<file path="src/rtl/bus_cycle_seq.sv">
module bus_cycle_seq #(
  parameter int CNT_W = 3
) (
  input  logic             clk,
  input  logic             rst_n,
  input  logic             req_valid,
  input  logic [2:0]       req_type,
  input  logic             req_lock,
  input  logic [CNT_W-1:0] req_beats,
  output logic             req_take,
  output logic             err,
  input  logic             rdy_n,
  input  logic             ken_n,
  input  logic             hold,
  output logic             hlda,
  output logic             ads_n,
  output logic [2:0]       cyc_def,
  output logic             lock_n,
  output logic             plock_n,
  output logic             drv_en,
  output logic             line_fill
);

  localparam logic [2:0]       KIND_RSVD = 3'b101;
  localparam logic [CNT_W-1:0] ONE       = CNT_W'(1);

  typedef enum logic [1:0] {S_IDLE, S_ADDR, S_DATA, S_HELD} state_t;

  state_t           state_q;
  logic [2:0]       type_q;
  logic             lock_q;
  logic [CNT_W-1:0] left_q;

  wire idle   = state_q == S_IDLE;
  wire in_adr = state_q == S_ADDR;
  wire in_dat = state_q == S_DATA;
  wire held   = state_q == S_HELD;
  wire busy   = in_adr | in_dat;
  wire ready  = in_dat & ~rdy_n;
  wire last   = left_q == ONE;

  assign req_take  = idle & ~hold & req_valid;
  assign err       = req_take & (req_type == KIND_RSVD);
  assign hlda      = held;
  assign drv_en    = ~held;
  assign ads_n     = ~in_adr;
  assign cyc_def   = type_q;
  assign lock_n    = ~(busy & lock_q);
  assign plock_n   = ~(busy & (left_q > ONE));
  assign line_fill = ready & ~ken_n & ~lock_q & type_q[2] & ~type_q[0];

  always_ff @(posedge clk) begin
    if (!rst_n) begin
      state_q <= S_IDLE;
      type_q  <= '0;
      lock_q  <= 1'b0;
      left_q  <= '0;
    end else begin
      unique case (state_q)
        S_IDLE: begin
          if (hold) state_q <= S_HELD;
          else if (req_take && !err) begin
            state_q <= S_ADDR;
            type_q  <= req_type;
            lock_q  <= req_lock;
            left_q  <= (req_beats == '0) ? ONE : req_beats;
          end
        end
        S_ADDR: state_q <= S_DATA;
        S_DATA: begin
          if (!rdy_n) begin
            left_q <= left_q - ONE;
            if (last) lock_q <= 1'b0;
            if (hold && (last || !lock_q)) state_q <= S_HELD;
            else if (last)                 state_q <= S_IDLE;
            else                           state_q <= S_ADDR;
          end
        end
        S_HELD: begin
          if (!hold) state_q <= (left_q != '0) ? S_ADDR : S_IDLE;
        end
        default: state_q <= S_IDLE;
      endcase
    end
  end

  assert_strobe_one_clock_R2: assert property (@(posedge clk) disable iff (!rst_n)
    !ads_n |=> ads_n);

  assert_no_reserved_kind_R3: assert property (@(posedge clk) disable iff (!rst_n)
    !ads_n |-> cyc_def != KIND_RSVD);

  assert_lock_ends_on_ready_R4: assert property (@(posedge clk) disable iff (!rst_n)
    $rose(lock_n) |-> $past(!rdy_n));

  assert_grant_at_boundary_R6: assert property (@(posedge clk) disable iff (!rst_n)
    $rose(hlda) |-> ($past(hold) && ($past(lock_n) || $past(!rdy_n))));

  assert_released_when_held_R7: assert property (@(posedge clk) disable iff (!rst_n)
    hlda |-> !drv_en);

  assert_no_fill_when_locked_R8: assert property (@(posedge clk) disable iff (!rst_n)
    !lock_n |-> !line_fill);

endmodule

</file>
<file path="config.mk">
export PLATFORM = sky130hd
export DESIGN_NAME = bus_cycle_seq
export DESIGN_NICKNAME = d
export VERILOG_FILES = /design/src/rtl/bus_cycle_seq.sv
export SDC_FILE = /design/constraint.sdc
export NUM_CORES = 1
export LEC_CHECK = 0
export ABC_AREA = 1
export BUFFER_PORTS_ARGS = -buffer_cell sky130_fd_sc_hd__buf_2
export CORE_ASPECT_RATIO = 0.8
export CORE_MARGIN = 1.5
export CORE_UTILIZATION = 44
export DETAILED_ROUTE_END_ITERATION = 10
export GPL_TIMING_DRIVEN = 0
export PLACE_DENSITY = 0.8
export RECOVER_POWER = 50
export SLEW_MARGIN = 20
export SYNTH_ARGS = -nofsm -noshare
export SYNTH_HDL_FRONTEND = slang
export SYNTH_SLANG_ARGS = --single-unit
export TNS_END_PERCENT = 10
</file>
<file path="constraint.sdc">
create_clock -name clk -period 1.3 [get_ports clk]
set_input_delay 0.195 -clock clk [delete_from_list [all_inputs] [get_ports clk]]
set_output_delay 0.195 -clock clk [all_outputs]
set_load 0.02 [all_outputs]
</file>
### Word level (Yosys, flattened, before mapping)

Cells that the tools add are included.
W data, S select, Z words.

| word-level totals | value |
|---|---|
| register bits after elaboration | 9 |
| output and inout bits | 11 |
| bits in latches | 0 |
| ROM bits | 0 |
| bits in writable memories | 0 |
| bits of input ports | 13 |
| memories kept | 0 |

| operators by class | value |
|---|---|
| $add $sub $neg | 1 |
| mux-type cells | 18 |
| div/mod/pow operators | 0 |
| reductions and logical operators | 13 |
| shift operators | 0 |
| bitwise logic cells | 20 |
| order comparisons | 1 |
| multiply operators | 0 |
| equal/unequal tests | 11 |

Operator list:

| operator | count |
|---|---|
| $mux W3 | 4 |
| $and A1 B1 Y1 | 10 |
| $mux W2 | 5 |
| $not A1 Y1 | 9 |
| $pmux W2 S4 | 1 |
| $mux W1 | 6 |
| $ne A2 B2 Y1 const B | 3 |
| $pmux W3 S2 | 1 |
| $reduce_and A3 Y1 | 2 |
| $reduce_and A5 Y1 | 1 |
| $eq A2 B2 Y1 const B | 2 |
| $ne A2 B1 Y1 const B | 2 |
| $reduce_and A4 Y1 | 1 |
| $eq A3 B1 Y1 const B | 1 |
| $eq A3 B3 Y1 const B | 1 |
| $gt A3 B1 Y1 const B | 1 |
| $logic_not A3 Y1 | 1 |
| $ne A3 B2 Y1 const B | 1 |
| $reduce_bool A3 Y1 | 1 |
| $sub A3 B1 Y3 const B | 1 |
| $eq A2 B1 Y1 const B | 1 |
| $logic_and A1 B1 Y1 | 2 |
| $logic_not A1 Y1 | 2 |
| $logic_not A2 Y1 | 1 |
| other kinds (4) | 4 |

### Logic depth before layout (Yosys ltp)

| depth | value |
|---|---|
| depth after elaboration | 9 |
| gate-level depth with buffers | 10 |

### Worst setup path after synthesis

OpenSTA, ideal clock, no wires.

| timing path | value |
|---|---|
| kind | register -> output |
| start point | register state_q[0] |
| end point | output port line_fill |
| stages on the path, launching flop included | 5 |
| slack | -0.149 ns |
| buffers on the path | 0 |
| data arrival time | 1.254 ns |
| cell sequence | dfxtp_1 > inv_1 > ha_1 > nand3_1 > nor3_1 |

| on the way | value |
|---|---|
| longest elaborated chain between the ends | 6 |

RTL lines:

| what | RTL line | text |
|---|---|---|
| start: declaration | 29 | `state_t state_q;` |
| start signal: assignment | 80 | `if (!hold) state_q <= (left_q != '0) ? S_ADDR : S_IDLE;` |
| $eq A2 B2 Y1 | 36 | `wire in_dat = state_q == S_DATA;` |
| $and A1 B1 Y1 | 39 | `wire ready = in_dat & ~rdy_n;` |
| $and A1 B1 Y1 (4 in series) | 50 | `assign line_fill = ready & ~ken_n & ~lock_q & type_q[2] & ~type_q[0];` |
| end: declaration | 21 | `output logic line_fill` |

No other way between the ends.

### Final worst setup path

| timing path | value |
|---|---|
| start point | register state_q[0] |
| end point | output port err |

| on the way | value |
|---|---|
| longest elaborated chain between the ends | 4 |

RTL lines:

| what | RTL line | text |
|---|---|---|
| $logic_not A2 Y1 | 34 | `wire idle = state_q == S_IDLE;` |
| $and A1 B1 Y1 (2 in series) | 42 | `assign req_take = idle & ~hold & req_valid;` |
| $and A1 B1 Y1 | 43 | `assign err = req_take & (req_type == KIND_RSVD);` |
| end: declaration | 11 | `output logic err,` |

No other way between the ends.

==> flow_summary_export.csv <==
group,metric,value,unit
run_status,status,"complete, but fails checks",
run_status,violations,"setup timing",
cells_and_area,fin_nets,170,
logic_synthesis,synth_top_area_share,24.66,%
worst_setup_path,required,1110,ps
logic_synthesis,ys_warn_count,0,
logic_synthesis,synth_seq_cells,9,
grt,globalRouteTotalUtil,21.24,%
place,place_worst_setup_slack,-216.8,ps
cells_and_area,final_cell_count_no_fill,169,
logic_synthesis,ys_seq_area_share,24.66,%
clock_network,clockRootBuffer,"clkbuf_4",
clock_network,clk_pin_slew,70,ps
worst_setup_path,cp_data_arrival_time,1240,ps
power,swShare,47.98,%
place,place.gp.congestion,0.8460,
grt,grt_max_degree,10,
sta,rsz0062_at_grt,"true",
cells_and_area,n_antenna_cell,0,
worst_setup_path,regToRegStartpoint,"state_q[0]$_SDFFE_PN0P_",
detailed_routing,drt-pass1-iter-count,4,
cells_and_area,areaGrowthSynthToFinish,46.75,%
place,placedCellCount,156,
sta,fin_ws,-135.1,ps
floorplan,ios,24,
grt,grt_pass1_vias,701,
detailed_routing,detail_route.wl_per_cell,11.21,µm
flow_run,cap_violations,0,
worst_setup_path,reg2reg_to,"lock_q$_SDFFE_PN0P_",
power,max-vdd-ir-drop,1.207,mV
worst_setup_path,cp-end-kind,"output pin",
clock_network,cts_tree,"yes",
detailed_routing,via_per_inst,4.686,
floorplan,initial_core_util,49.66,%
worst_setup_path,reg2reg_depth,9,
worst_setup_path,critPathKind,"flip-flop to output pin",
sta,tightest_slew,241.1,ps
cells_and_area,fillers,130,
sta,skew,2.852,ps
detailed_routing,routed_wl,1.895,mm
clock_network,cts-buffers-inserted,3,
logic_synthesis,ys_types,19,
detailed_routing,drtAntennaViolNets,0,
grt,grt_pass1_wl,3.008,mm
sta,max_freq,0.6968,GHz
worst_setup_path,critPathMaxFanout,4,
logic_synthesis,synthesis.nets,134,
logic_synthesis,yosysTopAreaCell,"dfxtp_1",
logic_synthesis,postSynthAreaPerCell,6.466,µm²
sta,drv_slew,0,
grt,grt.overflow.total,0,
sta,period_share,110.4,%
cells_and_area,final_util,72.87,%
place,dp_hpwl,1.274,mm
floorplan,row_count,12,
logic_synthesis,synthesis.area,730.7,µm²
worst_setup_path,cp-endpoint,"err",
cells_and_area,regArea,188.9,µm²
floorplan,die_w,48.56,µm
clock_network,cts_max_path_buffers,2,
clock_network,clock_latency,260,ps
logic_synthesis,syn_inst,113,
clock_network,cts_num_sinks,9,
clock_network,htreeDepth,1,
sta,setup_viol,10,
power,internal_power,1240,µW
hold_path,hold_class,"primary input to flip-flop",
power,p_switching,1144,µW
worst_setup_path,worst_setup_path_start_kind,"flip-flop",
sta,slew_headroom,83.67,%
power,pwr-share-clk,9.5,%
sta,hold_viol_final,0,
cells_and_area,multi_input_area,551.8,µm²
detailed_routing,num_vias,792,
place,portBuffers,22,
worst_setup_path,r2r_slack,-30,ps
sta,final.min_clock_period,1435,ps
power,powerDensity,2223,mW/mm²
floorplan,fp.dieArea,0.001916,mm²
floorplan,coreArea,0.001471,mm²
detailed_routing,route.detailed.drc,0,
logic_synthesis,synth.area.top_cells,"dfxtp_1, nand2_1, ha_1",
clock_network,cts.hold.buffers_added,0,
floorplan,die_h,39.45,µm
sta,hold-worst-slack,173.6,ps
cells_and_area,drive_gt1_share,43.24,%
hold_path,whs_path_depth,3,
sta,setup_tns,-620.6,ps
power,pwr-share-comb,69.5,%
detailed_routing,drt-initial-drc-count,13,
power,power_leakage,0.0005382,µW
grt,antenna_found_initial,0,
worst_setup_path,crit_start,"state_q[0]$_SDFFE_PN0P_",
power,seqPwrFrac,21.0,%
==> cell type report <==
class | instances | share of cell area (%)
clock buffer | 4 | 2.450
inverter | 16 | 6.301
buffer | 1 | 1.050
timing repair buffer | 31 | 18.67
sequential | 9 | 17.62
multi-input combinational | 87 | 51.46
tap | 21 | 2.450
==> synthesized netlist by cell type, drive strengths merged <==
library cell,number
o311ai,1
a21oi,3
nor3,1
nand3,7
or2,1
a21boi,2
inv,16
nor2,21
ha,8
dfxtp,9
buf,1
o21ai,6
nand2,37
==> critical path, cell delays in order, from the launching register on <==
cell,delay [ps]
dfxtp_2,330
inv_4,80
ha_4,160
nand2_4,60
inv_2,60
nand2_2,60
nor2_2,100
buf_6,120
==> routing by layer <==
layer	part of all wire, %	GRT usage (%)
met5	0	0
met2	47	39.24
met1	47	24.89
met3	5.5	4.198
met4	0.69	9.286
==> registers in the layout, indices dropped and copies added, names as in the netlist <==
name / count
left_q: 3
cyc_def: 3
state_q: 2
lock_q: 1
==> cells in the final DEF (no fill, tap or decap), drive strengths merged <==
| cell | netlist | layout |
|---|---|---|
| nor3 | 1 | 1 |
| o311ai | 1 | 1 |
| ha | 8 | 8 |
| nand2 | 37 | 37 |
| inv | 16 | 16 |
| a21boi | 2 | 2 |
| clkbuf | 0 | 7 |
| nor2 | 21 | 21 |
| o21ai | 6 | 6 |
| buf | 1 | 29 |
| or2 | 1 | 1 |
| nand3 | 7 | 7 |
| a21oi | 3 | 3 |
| dfxtp | 9 | 9 |
==> per-stage QoR <==
stage	cell area, µm²	total power, µW
after detailed placement	872.1	1644
after floorplan	735.7	1374
after global placement	872.1	1611
final	1072	2384
after CTS	1022	2222
after global routing	1072	2574
==> kinds of logic (layout without fill, tap and decap cells) <==
logic type	count (synthesis)	after routing	share of synthesized area, %
AND/OR/NAND/NOR	67	67	41.95
buffers and inverters	17	52	9.760
AO/OA/AOI/OAI	12	12	9.932
flip-flops	9	9	24.66
adder cells (fa/ha/maj)	8	8	13.70
==> worst min path at each step <==
| stage | start | end | slack, ps |
|---|---|---|---|
| global placement | rst_n | lock_q$_SDFFE_PN0P_ | 450 |
| detailed placement | rst_n | lock_q$_SDFFE_PN0P_ | 450 |
| CTS | rst_n | left_q[0]$_SDFFE_PN0P_ | 170 |
| finish | rst_n | left_q[0]$_SDFFE_PN0P_ | 170 |
| floorplan | req_type[1] | cyc_def[1]$_SDFFE_PN0P_ | 350 |
| global route | rst_n | lock_q$_SDFFE_PN0P_ | 180 |
==> power groups by stage <==
stage / Combinational [µW] / Clock (µW) / Sequential [µW]
finish: 1660 / 226 / 501
global route: 1820 / 242 / 515
CTS: 1500 / 231 / 486
detailed placement: 1190 / 0 / 452
global placement: 1160 / 0 / 450
floorplan: 924 / 0 / 450
==> what timing repair did <==
item / CTS / global route
endpoints found under the setup margin: 12 / 14
setup buffers: 6 / 3
resized for setup: 28 / 11
pin swaps: 3 / 4
gates cloned: 0 / 0
No activity file was read; power rests on OpenSTA's default activity.
